$ cat config.mk
export PLATFORM = sky130hd
export DESIGN_NAME = e4_frame_aligner
export DESIGN_NICKNAME = d
export VERILOG_FILES = /design/src/rtl/e4fa_pkg.sv /design/src/rtl/e4fa_window.sv /design/src/rtl/e4fa_detect.sv /design/src/rtl/e4fa_ctrl.sv /design/src/rtl/e4_frame_aligner.sv
export SDC_FILE = /design/constraint.sdc
export NUM_CORES = 1
export LEC_CHECK = 0
export ABC_AREA = 1
export BUFFER_PORTS_ARGS = -buffer_cell sky130_fd_sc_hd__buf_4
export CORE_ASPECT_RATIO = 2
export CORE_MARGIN = 3
export CORE_UTILIZATION = 56
export DETAILED_ROUTE_END_ITERATION = 10
export HOLD_SLACK_MARGIN = 0.05
export PLACE_DENSITY = 0.8
export SLEW_MARGIN = 20
export SYNTH_ARGS = -nofsm -noshare
export SYNTH_HDL_FRONTEND = slang
export SYNTH_HIERARCHICAL = 1
export SYNTH_SLANG_ARGS = --single-unit
$ cat constraint.sdc
create_clock -name clk -period 2.4 [get_ports clk]
set_clock_uncertainty 0.1 [all_clocks]
set_input_delay 0.24 -clock clk [delete_from_list [all_inputs] [get_ports clk]]
set_output_delay 0.24 -clock clk [all_outputs]
set_load 0.02 [all_outputs]
$ cat src/rtl/e4fa_pkg.sv
package e4fa_pkg;
  localparam int LANES = 8;
  localparam int LANE_IW = $clog2(LANES);
  localparam logic [11:0] ALIGN_WORD = 12'b1111_1010_0000;
  localparam logic [7:0] ALIGN_HEAD = ALIGN_WORD[11:4];
  typedef enum logic [1:0] {ST_SEARCH, ST_CHECK, ST_SYNC} fsm_t;
  typedef logic [LANES-1:0][7:0] lanes_t;
endpackage

$ cat src/rtl/e4fa_window.sv
module e4fa_window
  import e4fa_pkg::*;
(
  input  logic       clk,
  input  logic       rst,
  input  logic       adv,
  input  logic [7:0] din,
  output lanes_t     lanes
);
  localparam int HW = LANES - 1;
  localparam int WW = HW + 8;

  logic [HW-1:0] hist;
  logic [WW-1:0] wnd;

  always_ff @(posedge clk) begin
    if (rst) hist <= '0;
    else if (adv) hist <= din[HW-1:0];
  end

  assign wnd = {hist, din};

  for (genvar k = 0; k < LANES; k++) begin : g_lane
    assign lanes[k] = wnd[k+7:k];
  end
endmodule

$ cat src/rtl/e4fa_detect.sv
module e4fa_detect
  import e4fa_pkg::*;
(
  input  lanes_t             lanes,
  output logic               hit,
  output logic [LANE_IW-1:0] hit_idx
);
  logic [LANES-1:0] match;

  for (genvar k = 0; k < LANES; k++) begin : g_dec
    assign match[k] = (lanes[k] == ALIGN_HEAD);
  end

  always_comb begin
    hit = |match;
    hit_idx = '0;
    for (int k = LANES - 1; k >= 0; k--) begin
      if (match[k]) hit_idx = LANE_IW'(k);
    end
  end
endmodule

$ cat src/rtl/e4fa_ctrl.sv
module e4fa_ctrl
  import e4fa_pkg::*;
#(
  parameter int FRAME_BYTES = 366,
  parameter int CONFIRM_FRAMES = 3,
  parameter int LOSS_FRAMES = 4
) (
  input  logic               clk,
  input  logic               rst,
  input  logic               adv,
  input  lanes_t             lanes,
  input  logic               hit,
  input  logic [LANE_IW-1:0] hit_idx,
  output logic [LANE_IW-1:0] sel,
  output logic [LANE_IW-1:0] cur_sel,
  output logic               in_frame,
  output logic               fa_stb,
  output logic               nib_stb
);
  localparam int PW = $clog2(FRAME_BYTES);
  localparam int GW = $clog2(CONFIRM_FRAMES + 1);
  localparam int MW = $clog2(LOSS_FRAMES + 1);

  fsm_t          state;
  logic [PW-1:0] pos;
  logic [GW-1:0] good;
  logic [MW-1:0] miss;
  logic          head_ok;
  logic [7:0]    cur_byte;
  logic          frame_good;

  assign cur_byte   = lanes[sel];
  assign cur_sel    = (state == ST_SEARCH && hit) ? hit_idx : sel;
  assign in_frame   = (state == ST_SYNC);
  assign frame_good = head_ok && (cur_byte[7:4] == 4'd0);

  always_ff @(posedge clk) begin
    if (rst) begin
      state <= ST_SEARCH;
      sel <= '0;
      pos <= '0;
      good <= '0;
      miss <= '0;
      head_ok <= 1'b0;
      fa_stb <= 1'b0;
      nib_stb <= 1'b0;
    end else begin
      fa_stb <= 1'b0;
      nib_stb <= 1'b0;
      if (adv) begin
        pos <= (pos == PW'(FRAME_BYTES - 1)) ? '0 : pos + 1'b1;
        if (state == ST_SEARCH) begin
          if (hit) begin
            sel <= hit_idx;
            state <= ST_CHECK;
            good <= '0;
            head_ok <= 1'b1;
            pos <= PW'(1);
            fa_stb <= 1'b1;
          end
        end else begin
          if (pos == '0) begin
            head_ok <= (cur_byte == ALIGN_HEAD);
            fa_stb <= (cur_byte == ALIGN_HEAD);
          end
          if (pos == PW'(1)) begin
            if (frame_good) begin
              nib_stb <= 1'b1;
              miss <= '0;
              if (state == ST_CHECK) begin
                if (good == GW'(CONFIRM_FRAMES - 1)) state <= ST_SYNC;
                else good <= good + 1'b1;
              end
            end else if (state == ST_CHECK) begin
              state <= ST_SEARCH;
            end else if (miss == MW'(LOSS_FRAMES - 1)) begin
              state <= ST_SEARCH;
              miss <= '0;
            end else begin
              miss <= miss + 1'b1;
            end
          end
        end
      end
    end
  end
endmodule

$ cat src/rtl/e4_frame_aligner.sv
module e4_frame_aligner
  import e4fa_pkg::*;
#(
  parameter int FRAME_BYTES = 366,
  parameter int CONFIRM_FRAMES = 3,
  parameter int LOSS_FRAMES = 4
) (
  input  logic               clk,
  input  logic               rst,
  input  logic               in_valid,
  output logic               in_ready,
  input  logic [7:0]         in_data,
  output logic               out_valid,
  input  logic               out_ready,
  output logic [7:0]         out_data,
  output logic [LANE_IW-1:0] align_sel,
  output logic               in_frame,
  output logic               fa_found,
  output logic               nib_found
);
  logic               adv;
  lanes_t             lanes;
  logic               hit;
  logic [LANE_IW-1:0] hit_idx;
  logic [LANE_IW-1:0] cur_sel;

  assign in_ready = !out_valid || out_ready;
  assign adv = in_valid && in_ready;

  e4fa_window u_window (
    .clk(clk), .rst(rst), .adv(adv), .din(in_data), .lanes(lanes)
  );

  e4fa_detect u_detect (
    .lanes(lanes), .hit(hit), .hit_idx(hit_idx)
  );

  e4fa_ctrl #(
    .FRAME_BYTES(FRAME_BYTES),
    .CONFIRM_FRAMES(CONFIRM_FRAMES),
    .LOSS_FRAMES(LOSS_FRAMES)
  ) u_ctrl (
    .clk(clk), .rst(rst), .adv(adv), .lanes(lanes), .hit(hit),
    .hit_idx(hit_idx), .sel(align_sel), .cur_sel(cur_sel),
    .in_frame(in_frame), .fa_stb(fa_found), .nib_stb(nib_found)
  );

  always_ff @(posedge clk) begin
    if (rst) begin
      out_valid <= 1'b0;
      out_data <= '0;
    end else if (adv) begin
      out_valid <= 1'b1;
      out_data <= lanes[cur_sel];
    end else if (out_ready) begin
      out_valid <= 1'b0;
    end
  end
endmodule

== Yosys cells after proc, flatten, opt, wreduce, memory -nomap -nowiden ==
Cells that the tools add are included.
W data, S select, Z words.

* Output and inout port bits: 16
* Input bits: 12
* Register bits after elaboration: 38
* Word-level logic and storage cells: 103

* Equality and inequality tests: 20
* Multiplexer cells: 42
* Reductions and logical operators: 22
* Order comparisons: 2
* Add/subtract/negate cells: 3
* Bitwise gates (word level): 3

{| class="wikitable"
|+ Operators by type and width
! cell !! number
|-
| $eq A8 B8 Y1 const B || 9
|-
| $bmux W8 S3 || 2
|-
| $mux W3 || 12
|-
| $mux W2 || 14
|-
| $mux W9 || 3
|-
| $mux W8 || 2
|-
| $reduce_and A6 Y1 || 2
|-
| $reduce_bool A2 Y1 || 5
|-
| $add A9 B1 Y9 const B || 1
|-
| $eq A9 B1 Y1 const B || 1
|-
| $eq A9 B9 Y1 const B || 1
|-
| $logic_not A9 Y1 || 1
|-
| $mux W1 || 9
|-
| $lt A3 B4 Y1 const B || 2
|-
| $reduce_or A8 Y1 || 1
|-
| $ne A2 B1 Y1 const B || 3
|-
| $ne A3 B3 Y1 const B || 2
|-
| $reduce_and A3 Y1 || 2
|-
| $eq A2 B2 Y1 const B || 2
|-
| $logic_not A4 Y1 || 1
|-
| $reduce_and A4 Y1 || 1
|-
| $reduce_or A4 Y1 || 1
|-
| $add A3 B1 Y3 const B || 1
|-
| $eq A3 B2 Y1 const B || 1
|-
| 9 further kinds || 13
|}

== Longest topological paths before layout ==
* Word-level depth: 12
* Mapped depth: 22
* Mapped depth without buffers: 19

== Hierarchy ==
The synthesis kept the hierarchy.

{| class="wikitable"
|+ Modules (own cells, without submodules)
! module !! times used !! cells each !! sequential area each (sq um) !! area each (sq um)
|-
| e4fa_ctrl || 1 || 292 || 440.4 || 1702.9
|-
| e4_frame_aligner || 1 || 221 || 180.2 || 1106.1
|-
| e4fa_window || 1 || 101 || 140.1 || 714.4
|-
| e4fa_detect || 1 || 69 || 0.0 || 316.6
|}

== Worst setup path before layout ==
OpenSTA, ideal clock, no wires.

* Kind: reg-to-reg
* Start: register u_window.hist[0]
* End: register out_data[0]
* Arrival: 2.213 ns
* Path buffers: 3
* Setup time: 0.130 ns
* Clock period less this slack: 2.443 ns
* Path slack: -0.043 ns
* Required time: 2.170 ns
* Cell stages (with the launch flop): 19
* Cells stage by stage: dfxtp_1 > buf_4 > nand2_1 > nor3_1 > nand4_1 > nand2_1 > inv_1 > nand3_1 > inv_1 > nor2_1 > nand2_1 > o21ai_0 > buf_6 > buf_2 > nand2_1 > nand3_1 > nand3_1 > nand3_1 > a21oi_1

* Elaborated cells between the ends (all ways): 20
* Classes of those cells: eq/ne: 7; mux: 11; reduce/logical: 2

{| class="wikitable"
|+ RTL lines
! what !! line !! text
|-
| from (decl) || e4fa_window.sv:13 || <nowiki>logic [HW-1:0] hist;</nowiki>
|-
| from (signal assigned) || e4fa_window.sv:18 || <nowiki>else if (adv) hist <= din[HW-1:0];</nowiki>
|-
| $eq A8 B8 Y1 || e4fa_detect.sv:11 || <nowiki>assign match[k] = (lanes[k] == ALIGN_HEAD);</nowiki>
|-
| $reduce_or A8 Y1 * || e4fa_detect.sv:15 || <nowiki>hit = |match;</nowiki>
|-
| named net hit || e4_frame_aligner.sv:23 || <nowiki>logic hit;</nowiki>
|-
| $logic_and A1 B1 Y1 * || e4fa_ctrl.sv:33 || <nowiki>assign cur_sel = (state == ST_SEARCH && hit) ? hit_idx : sel;</nowiki>
|-
| $mux W3 * || e4fa_ctrl.sv:33 ||
|-
| named net cur_sel[0] || e4_frame_aligner.sv:25 || <nowiki>logic [LANE_IW-1:0] cur_sel;</nowiki>
|-
| $bmux W8 S3 * || e4_frame_aligner.sv:54 || <nowiki>out_data <= lanes[cur_sel];</nowiki>
|-
| $mux W8 (not written as such) * || e4_frame_aligner.sv:54 ||
|-
| to (signal assigned) || e4_frame_aligner.sv:54 ||
|-
| to (decl) || e4_frame_aligner.sv:15 || <nowiki>output logic [7:0] out_data,</nowiki>
|}

Mark *: on every way through the listed nets, which the timed path passes. The rest lies on a longest branch. The select of a mux whose other input is x is not followed.
A chain may end at the register's enable or synchronous reset.

== Final worst setup path ==
* Start: register u_window.hist[0]
* End: register out_data[4]

Same word-level chain as after synthesis.

==> results.sh <==
export IMPL_crit_path_end_kind="flip-flop"
export IMPL_max_freq_ghz=0.4081
export IMPL_outcome="finished, violations left"
export IMPL_slew_violations=0
export IMPL_dp_hpwl_mm=7.322
export IMPL_drv_cap=0
export IMPL_io_pins=28
export IMPL_fin_crit_sh_pct=102.1
export IMPL_relSlewSlack_pct=70.46
export IMPL_hold_buffers=0
export IMPL_drive_gt1_share_pct=20.77
export IMPL_switching_share_pct=29.12
export IMPL_fin_crit_ns=2.450
export IMPL_path_max_fanout=8
export IMPL_finalHoldViolations=0
export IMPL_synth_most_common_cell="nand2_1"
export IMPL_start_kind="flip-flop"
export IMPL_via_per_inst=5.502
export IMPL_finalSetupViolations=7
export IMPL_num_vias=4220
export IMPL_cts_buffer_depth=2
export IMPL_synth_edf_count=0
export IMPL_drc=0
export IMPL_synthDistinctLibCells=34
export IMPL_drt_iter0_drc=453
export IMPL_fin_ws_ns=-0.05043
export IMPL_drt_pre_antenna_iters=5
export IMPL_wirelength_mm=11.09
export IMPL_avgSynthCellArea_um2=5.622
export IMPL_ctsRootBufferMaster="clkbuf_16"
export IMPL_rsz0062_at_grt="true"
export IMPL_cts_tree="done"
export IMPL_worst_hold_path_type="primary input to flip-flop"
export IMPL_cts_htree_levels=2
export IMPL_p_switching_uw=525.2
export IMPL_crit_type="flip-flop to flip-flop"
export IMPL_yosys_warnings=6
export IMPL_syn_instance_count=683
export IMPL_grt_pass1_vias=3980
export IMPL_place_gp_congestion=0.9156
export IMPL_path_clk_slew_ns=0.06
export IMPL_insertion_delay_ns=0.29
export IMPL_fillCellCount=625
export IMPL_comb_power_share_pct=19.7
export IMPL_nets=695
export IMPL_clock_sinks=38
export IMPL_leakage_uw=0.002214
export IMPL_synth_top_area_share_pct=20.04
export IMPL_tightest_slew_ns=0.4425
export IMPL_dp_cells=749
export IMPL_power_density_nw_per_um2=420.8
export IMPL_track_usage_pct=27.49
export IMPL_ant_nets=0
export IMPL_grt_max_degree=33
export IMPL_layout_cells_non_filler=767
export IMPL_core_area_um2=6621
export IMPL_port_buffers=27
export IMPL_gr_total_overflow=0
export IMPL_ys_seq_elements=38
export IMPL_synthTopCellsByCount="nand2_1, inv_1, nand3_1"
export IMPL_grt_pass1_wl_mm=17.15
export IMPL_area_growth_syn_to_layout_pct=11.60
export IMPL_seqPwrFrac_pct=37.6
export IMPL_internal_power_uw=1278
export IMPL_die_width_um=64.56
export IMPL_violations="negative setup slack"
export IMPL_clockPowerShare_pct=42.7
export IMPL_required_ns=2.53
export IMPL_hold_ws_ns=0.1730
export IMPL_antenna_found_initial=0
export IMPL_drt_wirelength_per_cell_um=14.46
export IMPL_synth_fp_nets=700
export IMPL_antennaDiodeCount=0
export IMPL_yosys_area_top_type="nand2_1"
export IMPL_die_y_um=123.1
export IMPL_synthArstFlopShare_pct=0
export IMPL_synth_ff_type="dfxtp_1"
export IMPL_post_synth_main_area_contributors="nand2_1, dfxtp_1, buf_4, inv_1, nand3_1"
export IMPL_yosysSeqAreaShare_pct=19.81
export IMPL_cts_buffers=5
export IMPL_start_util_pct=57.99
export IMPL_worstPathArrival_ns=2.58
export IMPL_mappedNetlistArea_um2=3840
export IMPL_dieArea_um2=7947
export IMPL_placement_rows=42
export IMPL_vdd_ir_drop_max_mv=0.5548
-- layer usage --
layer  vias to the layer above  track usage [%]  part of all wire, %
li1                       2036                -                    -
met1                      1914            24.34                   34
met2                       193            52.66                   54
met3                        77            4.818                  4.8
met4                         0            21.72                  7.6
met5                         -                0                    0
-- final cells by class --
type	count	area, um^2	share of cell area, %
Tap cell	88	110.1	2.569
Sequential cell	38	765.7	17.87
Inverter	121	473.0	11.04
Clock buffer	5	125.1	2.920
Clock inverter	3	45.04	1.051
Multi-Input combinational cell	447	2198	51.30
Timing Repair Buffer	65	568.0	13.26
-- cell families after synthesis --
group                    after synthesis  share of synthesized area [%]
buffers and inverters                198                          27.08
XOR/XNOR                               1                         0.2281
AND/OR/NAND/NOR                      389                          44.25
flip-flops                            38                          19.81
adder cells (fa/ha/maj)                5                          1.629
AO/OA/AOI/OAI                         52                          7.006
-- power by group through the flow --
stage	Clock, uW	Combinational, uW	Sequential [uW]
after global routing	791	391	680
after floorplan	0	266	699
final	771	355	678
after global placement	0	318	687
after detailed placement	0	324	689
after CTS	776	329	676
-- flip-flops by register name, summed over array words and instances, names as in the netlist, 2 cells and up --
signal / flops
u_ctrl/pos: 9
u_ctrl/state: 2
u_ctrl/sel: 3
u_ctrl/miss: 3
out_data: 8
u_ctrl/good: 2
u_window/hist: 7
-- worst paths after layout --
check | cells past startpoint | end | slack, ns | start
max | 19 | out_data[4] | -0.05 | u_window/hist[0]
min | 4 | out_valid | 0.17 | out_ready
min reg2reg | 2 | out_data[0] | 0.37 | out_data[0]
max reg2reg | 19 | out_data[4] | -0.05 | u_window/hist[0]
-- timing repair --
item	in CTS	in global routing
setup buffers	3	4
pin swaps	0	23
resized for setup	11	44
setup endpoints to repair	8	18
gates cloned	2	2
-- metrics by stage --
stage,setup TNS [ns],worst slack [ns],utilization (%),power (uW),cell area (um^2)
finish,-0.1973,-0.05043,64.72,1803,4285
global route,-2.104,-0.2440,64.72,1863,4285
CTS,0,0.0001952,61.94,1780,4101
detailed placement,-0.1085,-0.03198,57.37,1013,3799
global placement,0,0.02008,57.37,1005,3799
floorplan,0,0.03066,-,965.7,3842
-- worst max-delay path, stage by stage, from the launching register on --
cell     delay, ns
dfxtp_2       0.36
buf_6         0.12
nand2_2       0.05
nor3_2        0.15
nand4_1       0.15
nand2_1       0.13
inv_2         0.06
nand3_2       0.09
inv_2         0.05
nor2_4        0.16
nand2_2       0.09
o21ai_4       0.12
buf_12        0.17
buf_12        0.13
nand2_2       0.04
nand2_1       0.05
nand2_1       0.05
nand3_2       0.07
nand3_2       0.10
a21oi_2       0.15
-- cells in the final DEF, fill, tap and decap left out, types with 6 or more instances in the layout --
| master | instances |
|---|---|
| nand4_1 | 8 |
| nand2_2 | 22 |
| nor2_1 | 56 |
| buf_4 | 57 |
| nor3_1 | 18 |
| nand2_1 | 192 |
| inv_1 | 111 |
| inv_2 | 6 |
| dfxtp_1 | 34 |
| o21ai_0 | 15 |
| clkbuf_16 | 6 |
| nand3_1 | 60 |
| o21ai_1 | 10 |
| nand3_2 | 17 |
| a21oi_1 | 19 |
(Power assumes the default switching activity.)
